<file path="src/rtl/lprtc_pkg.sv">
package lprtc_pkg;
    localparam int WORD_W = 32;
    localparam logic [7:0] ADDR_CTRL = 8'h04;
    localparam logic [7:0] ADDR_STAT = 8'h18;
    localparam logic [7:0] ADDR_CNTH = 8'h1C;
    localparam logic [7:0] ADDR_CNTL = 8'h20;
    localparam logic [7:0] ADDR_ALRM = 8'h24;
    localparam logic [7:0] ADDR_GLCH = 8'h30;

    typedef struct packed {
        logic wake_en;
        logic alarm_en;
        logic count_en;
    } ctrl_t;
endpackage

</file>
<file path="src/rtl/lprtc_ctl_sync.sv">
module lprtc_ctl_sync
    import lprtc_pkg::*;
#(
    parameter int STAGES = 3
) (
    input  logic  clk,
    input  logic  rst_n,
    input  logic  tick,
    input  ctrl_t req,
    output ctrl_t eff
);
    ctrl_t [STAGES-1:0] pipe_d, pipe_q;

    always_comb begin
        pipe_d = pipe_q;
        if (tick) begin
            pipe_d[0] = req;
            for (int i = 1; i < STAGES; i++) begin
                pipe_d[i] = pipe_q[i-1];
            end
        end
    end

    always_ff @(posedge clk or negedge rst_n) begin
        if (!rst_n) pipe_q <= '0;
        else        pipe_q <= pipe_d;
    end

    assign eff = pipe_q[STAGES-1];

    // effective control moves only on a tick
    a_r2_eff_only_on_tick: assert property (@(posedge clk) disable iff (!rst_n)
        !tick |=> $stable(eff));
endmodule

</file>
<file path="src/rtl/lprtc_counter.sv">
module lprtc_counter
    import lprtc_pkg::*;
#(
    parameter int FRAC_W = 15,
    parameter int SEC_W  = 32
) (
    input  logic                    clk,
    input  logic                    rst_n,
    input  logic                    tick,
    input  logic                    run,
    input  logic                    wr_lo,
    input  logic                    wr_hi,
    input  logic [WORD_W-1:0]       wdata,
    output logic [FRAC_W+SEC_W-1:0] cnt
);
    localparam int CNT_W = FRAC_W + SEC_W;
    localparam int HI_W  = CNT_W - WORD_W;

    logic [CNT_W-1:0] cnt_d, cnt_q;

    always_comb begin
        cnt_d = cnt_q;
        if (run) begin
            if (tick) cnt_d = cnt_q + 1'b1;
        end else begin
            if (wr_lo) cnt_d[WORD_W-1:0]     = wdata;
            if (wr_hi) cnt_d[CNT_W-1:WORD_W] = wdata[HI_W-1:0];
        end
    end

    always_ff @(posedge clk or negedge rst_n) begin
        if (!rst_n) cnt_q <= '0;
        else        cnt_q <= cnt_d;
    end

    assign cnt = cnt_q;

    // one step per tick while running
    a_r3_step: assert property (@(posedge clk) disable iff (!rst_n)
        (tick && run) |=> (cnt_q == $past(cnt_q) + 1'b1));
    // no load while running
    a_r4_no_load_running: assert property (@(posedge clk) disable iff (!rst_n)
        (run && !tick && (wr_lo || wr_hi)) |=> $stable(cnt_q));
endmodule

</file>
<file path="src/rtl/lprtc_alarm.sv">
module lprtc_alarm #(
    parameter int SEC_W = 32
) (
    input  logic             clk,
    input  logic             rst_n,
    input  logic             tick,
    input  logic             arm,
    input  logic [SEC_W-1:0] secs,
    input  logic [SEC_W-1:0] alarm_val,
    input  logic             clr,
    output logic             flag
);
    logic flag_d, flag_q;
    logic hit;

    always_comb begin
        hit    = tick && arm && (secs == alarm_val);
        flag_d = flag_q;
        if (clr) flag_d = 1'b0;
        if (hit) flag_d = 1'b1;
    end

    always_ff @(posedge clk or negedge rst_n) begin
        if (!rst_n) flag_q <= 1'b0;
        else        flag_q <= flag_d;
    end

    assign flag = flag_q;

    // a set in the same cycle as a clear leaves the flag set
    a_r6_set_wins: assert property (@(posedge clk) disable iff (!rst_n)
        (tick && arm && (secs == alarm_val) && clr) |=> flag_q);
    // flag rises only on a tick with alarm armed
    a_r5_rise_on_tick: assert property (@(posedge clk) disable iff (!rst_n)
        $rose(flag_q) |-> $past(tick && arm));
endmodule

</file>
<file path="src/rtl/lp_rtc.sv">
module lp_rtc
    import lprtc_pkg::*;
#(
    parameter int FRAC_W      = 15,
    parameter int SEC_W       = 32,
    parameter int SYNC_STAGES = 3
) (
    input  logic        clk,
    input  logic        rst_n,
    input  logic        tick,
    input  logic        reg_wr,
    input  logic [7:0]  reg_addr,
    input  logic [31:0] reg_wdata,
    output logic [31:0] reg_rdata,
    output logic        alarm_irq
);
    localparam int CNT_W = FRAC_W + SEC_W;
    localparam int HI_W  = CNT_W - WORD_W;

    typedef struct packed {
        ctrl_t             ctrl_req;
        logic [SEC_W-1:0]  alarm;
        logic [WORD_W-1:0] glitch;
    } regs_t;

    regs_t            r_d, r_q;
    ctrl_t            eff;
    logic [CNT_W-1:0] cnt;
    logic             flag;
    logic             wr_ctrl, wr_stat, wr_lo, wr_hi, wr_alrm, wr_glch;

    always_comb begin
        wr_ctrl = reg_wr && (reg_addr == ADDR_CTRL);
        wr_stat = reg_wr && (reg_addr == ADDR_STAT);
        wr_lo   = reg_wr && (reg_addr == ADDR_CNTL);
        wr_hi   = reg_wr && (reg_addr == ADDR_CNTH);
        wr_alrm = reg_wr && (reg_addr == ADDR_ALRM);
        wr_glch = reg_wr && (reg_addr == ADDR_GLCH);

        r_d = r_q;
        if (wr_ctrl) begin
            r_d.ctrl_req.count_en = reg_wdata[0];
            r_d.ctrl_req.alarm_en = reg_wdata[1];
            r_d.ctrl_req.wake_en  = reg_wdata[3];
        end
        if (wr_alrm) r_d.alarm  = reg_wdata[SEC_W-1:0];
        if (wr_glch) r_d.glitch = reg_wdata;
    end

    always_ff @(posedge clk or negedge rst_n) begin
        if (!rst_n) r_q <= '0;
        else        r_q <= r_d;
    end

    lprtc_ctl_sync #(.STAGES(SYNC_STAGES)) u_sync (
        .clk   (clk),
        .rst_n (rst_n),
        .tick  (tick),
        .req   (r_q.ctrl_req),
        .eff   (eff)
    );

    lprtc_counter #(.FRAC_W(FRAC_W), .SEC_W(SEC_W)) u_cnt (
        .clk   (clk),
        .rst_n (rst_n),
        .tick  (tick),
        .run   (eff.count_en),
        .wr_lo (wr_lo),
        .wr_hi (wr_hi),
        .wdata (reg_wdata),
        .cnt   (cnt)
    );

    lprtc_alarm #(.SEC_W(SEC_W)) u_alarm (
        .clk       (clk),
        .rst_n     (rst_n),
        .tick      (tick),
        .arm       (eff.alarm_en),
        .secs      (cnt[CNT_W-1:FRAC_W]),
        .alarm_val (r_q.alarm),
        .clr       (wr_stat && reg_wdata[0]),
        .flag      (flag)
    );

    always_comb begin
        unique case (reg_addr)
            ADDR_CTRL: reg_rdata = {28'd0, eff.wake_en, 1'b0, eff.alarm_en, eff.count_en};
            ADDR_STAT: reg_rdata = {31'd0, flag};
            ADDR_CNTH: reg_rdata = {{(WORD_W-HI_W){1'b0}}, cnt[CNT_W-1:WORD_W]};
            ADDR_CNTL: reg_rdata = cnt[WORD_W-1:0];
            ADDR_ALRM: reg_rdata = r_q.alarm;
            ADDR_GLCH: reg_rdata = r_q.glitch;
            default:   reg_rdata = '0;
        endcase
    end

    assign alarm_irq = flag && eff.wake_en;

    // interrupt never without a latched flag
    a_r7_irq_needs_flag: assert property (@(posedge clk) disable iff (!rst_n)
        alarm_irq |-> flag);
    // alarm value changes only through a write to its address
    a_r9_alarm_hold: assert property (@(posedge clk) disable iff (!rst_n)
        !wr_alrm |=> $stable(r_q.alarm));
endmodule

</file>
<file path="config.mk">
export PLATFORM = sky130hd
export DESIGN_NAME = lp_rtc
export DESIGN_NICKNAME = d
export VERILOG_FILES = /design/src/rtl/lprtc_pkg.sv /design/src/rtl/lprtc_ctl_sync.sv /design/src/rtl/lprtc_counter.sv /design/src/rtl/lprtc_alarm.sv /design/src/rtl/lp_rtc.sv
export SDC_FILE = /design/constraint.sdc
export NUM_CORES = 1
export LEC_CHECK = 0
export BUFFER_PORTS_ARGS = -buffer_cell sky130_fd_sc_hd__buf_4
export CELL_PAD_IN_SITES_DETAIL_PLACEMENT = 1
export CELL_PAD_IN_SITES_GLOBAL_PLACEMENT = 2
export CORE_MARGIN = 2
export CORE_UTILIZATION = 41
export DETAILED_ROUTE_END_ITERATION = 16
export GPL_TIMING_DRIVEN = 0
export PLACE_DENSITY_LB_ADDON = 0.08
export SETUP_SLACK_MARGIN = 0.15
export SLEW_MARGIN = 20
export SYNTH_ARGS = -nofsm -noshare
export SYNTH_HDL_FRONTEND = slang
export SYNTH_SLANG_ARGS = --single-unit
</file>
<file path="constraint.sdc">
create_clock -name clk -period 5.2 [get_ports clk]
set_input_delay 0 -clock clk [delete_from_list [all_inputs] [get_ports clk]]
set_output_delay 0 -clock clk [all_outputs]
set_load 0.01 [all_outputs]
</file>
### After elaboration in Yosys (flattened, before gate mapping)

Index checks and enable logic that the tools add are counted.

| word-level totals | value |
|---|---|
| input bits | 44 |
| output and inout bits | 33 |
| register bits after elaboration | 124 |
| logic and storage cells | 48 |

| operators by class | value |
|---|---|
| mux-type cells | 7 |
| add/sub/neg operators | 1 |
| equal/unequal tests | 8 |
| reduce and logical (&&, ||, !) cells | 15 |

Operator list:

| kind | count |
|---|---|
| $pmux W32 S6 | 1 |
| $mux W47 | 2 |
| $add A47 B1 Y47 const B | 1 |
| $eq A32 B32 Y1 | 1 |
| $mux W32 | 1 |
| $eq A8 B6 Y1 const B | 3 |
| $eq A8 B5 Y1 const B | 2 |
| $mux W15 | 1 |
| $logic_and A1 B1 Y1 | 10 |
| $eq A8 B3 Y1 const B | 1 |
| $reduce_bool A2 Y1 | 3 |
| $reduce_and A2 Y1 | 2 |
| $mux W1 | 2 |
| $ne A2 B2 Y1 const B | 1 |

### Longest topological paths before layout

| depth | value |
|---|---|
| depth in word-level cells | 5 |
| gate-level depth with buffers | 8 |
| depth with buffers taken out | 6 |

### Modules after synthesis

From an unflattened synthesis, not the netlist that was laid out.

| second synthesis, totals | value |
|---|---|
| cell total of the unflattened synthesis | 718 |
| area total of the unflattened synthesis | 7412.1 um^2 |

By module, submodules not included:

| module | cells an instance | seq. area each (um^2) | area an instance (um^2) | instances |
|---|---|---|---|---|
| lp_rtc | 268 | 1676.6 | 3497.1 | 1 |
| lprtc_counter | 382 | 1176.1 | 3130.5 | 1 |
| lprtc_ctl_sync | 22 | 225.2 | 394.1 | 1 |
| lprtc_alarm | 46 | 25.0 | 390.4 | 1 |

### Worst setup path after synthesis

No wires, ideal clock.

| timing | value |
|---|---|
| path kind | register to register |
| start point | register u_cnt.cnt_q[0] (netlist: u_cnt.cnt[0]) |
| end point | register u_cnt.cnt_q[40] (netlist: u_cnt.cnt[40]) |
| arrival | 1.920 ns |
| cell stages (with the launch flop) | 7 |
| clock period less this slack | 2.044 ns |
| slack | 3.156 ns |
| data required time | 5.076 ns |
| library setup time | 0.124 ns |
| cells stage by stage | dfrtp_1 > ha_1 > nand4_1 > nor4_1 > nand4_1 > mux2i_1 > a211o_1 |

| on the way | value |
|---|---|
| word-level cells in the longest chain between the ends | 3 |

Ends and longest elaborated chain:

| element | RTL line | RTL |
|---|---|---|
| start, declared | lprtc_counter.sv:19 | `logic [CNT_W-1:0] cnt_d, cnt_q;` |
| start signal, assigned | lprtc_counter.sv:33 | `else cnt_q <= cnt_d;` |
| $add A47 B1 Y47 | lprtc_counter.sv:24 | `if (tick) cnt_d = cnt_q + 1'b1;` |
| $mux W47 | lprtc_counter.sv:24 |  |
| $mux W47 | lprtc_counter.sv:23 | `if (run) begin` |

No other way between the ends. The select of a mux whose other input is x is not followed.
A chain may end at the register's enable or synchronous reset.

### Final worst setup path

Ends and elaborated chain as after synthesis.

==> metrics.md <==
| Metric | Value |
|---|---|
| GR Util All Layers | `35.5%` |
| WL per Instance | `29.1 µm` |
| Routed WL | `34300 µm` |
| Max IR drop VDD | `241 µV` |
| Io pins | `77` |
| Fin nets | `980` |
| Max_slew headroom | `25.9%` |
| Register-to-Register Path Depth | `6` |
| Arrival @ worst endpoint | `3.53 ns` |
| TritonRoute pass-1 iters | `6` |
| Area Growth Syn to Fin | `24.4%` |
| First-pass GRT wire length | `50700 µm` |
| Crit path launch type | `flip-flop` |
| Post-synth top flop | `dfrtp_1` |
| Mean Syn Cell Area | `9.38 µm²` |
| Crit Path Max Fanout | `8` |
| Port Buffer Count | `75` |
| WHS | `0.0194 ns` |
| Post-layout power | `3880 µW` |
| CTS tree | `built` |
| Die ar. | `19600 µm²` |
| Synth top area cells | `dfrtp_1 (41%), mux2_2 (11%), mux2i_1 (5.3%)` |
| Routability cong. | `0.948` |
| Worst Tran Pin Value | `1.10 ns` |
| Later-pin clock latency in the skew report | `0.44 ns` |
| EDFF count, synth | `0` |
| YS warnings | `0` |
| Total congestion overflow | `0` |
| Detail Route Antenna Nets | `0` |
| CTS clk-pin slew, worst paths | `0.07 ns` |
| Die width | `140 µm` |
| Clock Sinks | `124` |
| Req. time, crit path | `5.52 ns` |
| Leak | `0.00416 µW` |
| RSZ-0062 raised after global routing | `no` |
| Largest area contributor in the netlist | `dfrtp_1` |
| # diodes | `0` |
| Slew Limit Fails | `0` |
| Largest net degree at the start of global routing | `81` |
| Num rows | `49` |
| Post CTS Setup Buffer Count | `0` |
| Post-synthesis register bit count | `124` |
| H-tree depth | `4` |
| Share of layout cells above drive strength 1 | `21.8%` |
| Vias per cell | `6.32` |
| Fin crit period | `3.21 ns` |
| Mapped Cells | `807` |
| Detailed placer's ending HPWL | `24600 µm` |
| TritonCTS Buffers | `17` |
| Worst Slack Setup Final | `1.99 ns` |
| Fin. Hold Viols | `0` |
| DR DRC count | `0` |
| Synthesized area | `7570 µm²` |
| Asr flop ratio synth | `100%` |
| Final period utilization | `61.8%` |
| Maximum clock path buffer count | `2` |
| Vert. Die Dim | `140 µm` |
| Most frequent cell after synthesis | `dfrtp_1` |
| Worst Skew | `0.0129 ns` |
| Via count | `7433` |
| Initial antenna violation count | `0` |
| WS Path Type | `reg -> reg` |
| Max_cap viols | `0` |
| Fmax | `0.311 GHz` |
| Yosys cell types | `65` |
| 1st-iter DRT viols | `544` |
| Top cells by count, synth | `dfrtp_1 (124), mux2_2 (75), nor2_1 (74)` |
| Post-route setup TNS | `0 ns` |
| Register area share after synthesis | `41.0%` |
| Power per cell area | `412 nW/µm²` |
| Synth top area share | `41.0%` |
| Synthesized net count | `852` |
| CP Capture Type | `flip-flop` |
| Initial core utilization | `42.0%` |
| Endpoints failing setup | `0` |
| Placement Setup Slack | `2.14 ns` |
| Hold Crit Class | `in -> async` |
| Number of global-route vias before repair | `7811` |
| Core area | `18000 µm²` |
| CTS root buffer | `clkbuf_16` |
| Status | `complete, no violations` |
critical path, stage by stage (launching register included):
cell	delay, ns
dfrtp_1	0.50
ha_1	0.30
nand4_1	0.50
nor4_1	1.08
nand4_1	0.25
mux2i_1	0.19
a211o_1	0.26
where the power goes:
group          internal (µW)  switching, µW  total (µW)
Sequential              1170            325        1490
Clock                    773            530        1300
Combinational            398            688        1090
metal layers:
metal  wire length [µm]  vias up  GRT usage [%]  part of all wire [%]
met5                  0        -              0                     0
met4               1780        0           18.9                   5.2
met3               1960       97           5.88                   5.7
met2              16100      310           56.5                    47
met1              14500     3785           46.5                    42
li1                   -     3241              -                     -
worst paths after layout:
kind,startpoint,slack [ns],end
max,u_cnt.cnt[0]$_DFFE_PN0P_,1.99,u_cnt.cnt[40]$_DFFE_PN0P_
min,rst_n,0.02,r_q[10]$_DFFE_PN0P_
max reg2reg,u_cnt.cnt[0]$_DFFE_PN0P_,1.99,u_cnt.cnt[40]$_DFFE_PN0P_
min reg2reg,u_sync.pipe_q[3]$_DFFE_PN0P_,0.49,u_sync.eff[0]$_DFFE_PN0P_
max in group asynchronous,rst_n,4.39,u_cnt.cnt[26]$_DFFE_PN0P_
min in group clk,reg_wr,0.05,r_q[65]$_DFFE_PN0P_
placed cells by master, fill, tap and decap left out, types with 6 or more instances in the layout:
cell	n
a21oi_1	72
a2bb2oi_1	6
a31oi_1	7
and3_1	12
and4_1	8
buf_2	6
buf_4	74
clkbuf_1	52
clkbuf_16	17
dfrtp_1	124
dlygate4sd3_1	33
inv_1	10
mux2_2	75
mux2i_1	40
nand2_1	50
nand3_1	41
nand4_1	18
nor2_1	74
nor3_1	18
nor4_1	15
o21ai_0	38
o22ai_1	17
or3_1	7
xnor2_1	9
xor2_1	23
flip-flops by register name (all words and copies together) (netlist names):
| signal | flops |
|---|---|
| u_sync.pipe_q | 6 |
| u_sync.eff | 3 |
| u_cnt.cnt | 47 |
| r_q | 67 |
| u_alarm.flag | 1 |
through the flow:
step	std cells	util (%)	instance area [µm²]
5_1_grt	1177	52.2	9420
6_report	1177	52.2	9420
3_5_place_dp	1112	46.9	8460
2_1_floorplan	807	-	7570
4_1_cts	1177	52.2	9420
3_3_place_gp	1111	46.7	8420
final cells by class:
| class | instances | area [µm²] |
|---|---|---|
| Timing Repair Buffer | 109 | 928 |
| Buffer | 63 | 244 |
| Multi-Input combinational cell | 609 | 4190 |
| Inverter | 11 | 41.3 |
| Fill cell | 2049 | 8610 |
| Sequential cell | 124 | 3100 |
| Clock inverter | 15 | 201 |
| Tap cell | 229 | 287 |
| Clock buffer | 17 | 425 |
cell families (layout without fill, tap and decap cells):
logic type	count (synthesis)	count (layout)	synth area share, %
AO/OA/AOI/OAI	181	181	14.8
XOR/XNOR	32	32	3.70
AND/OR/NAND/NOR	280	280	20.1
buffers and inverters	74	215	3.77
adder cells (fa/ha/maj)	1	1	0.165
multiplexers	115	115	16.4
flip-flops	124	124	41.0
timing repair:
item	4_1_cts	5_1_grt
gates resized for setup	0	0
hold buffers	33	0
hold endpoints to repair	224	0
Note: power is estimated with default switching activity, not from simulation.
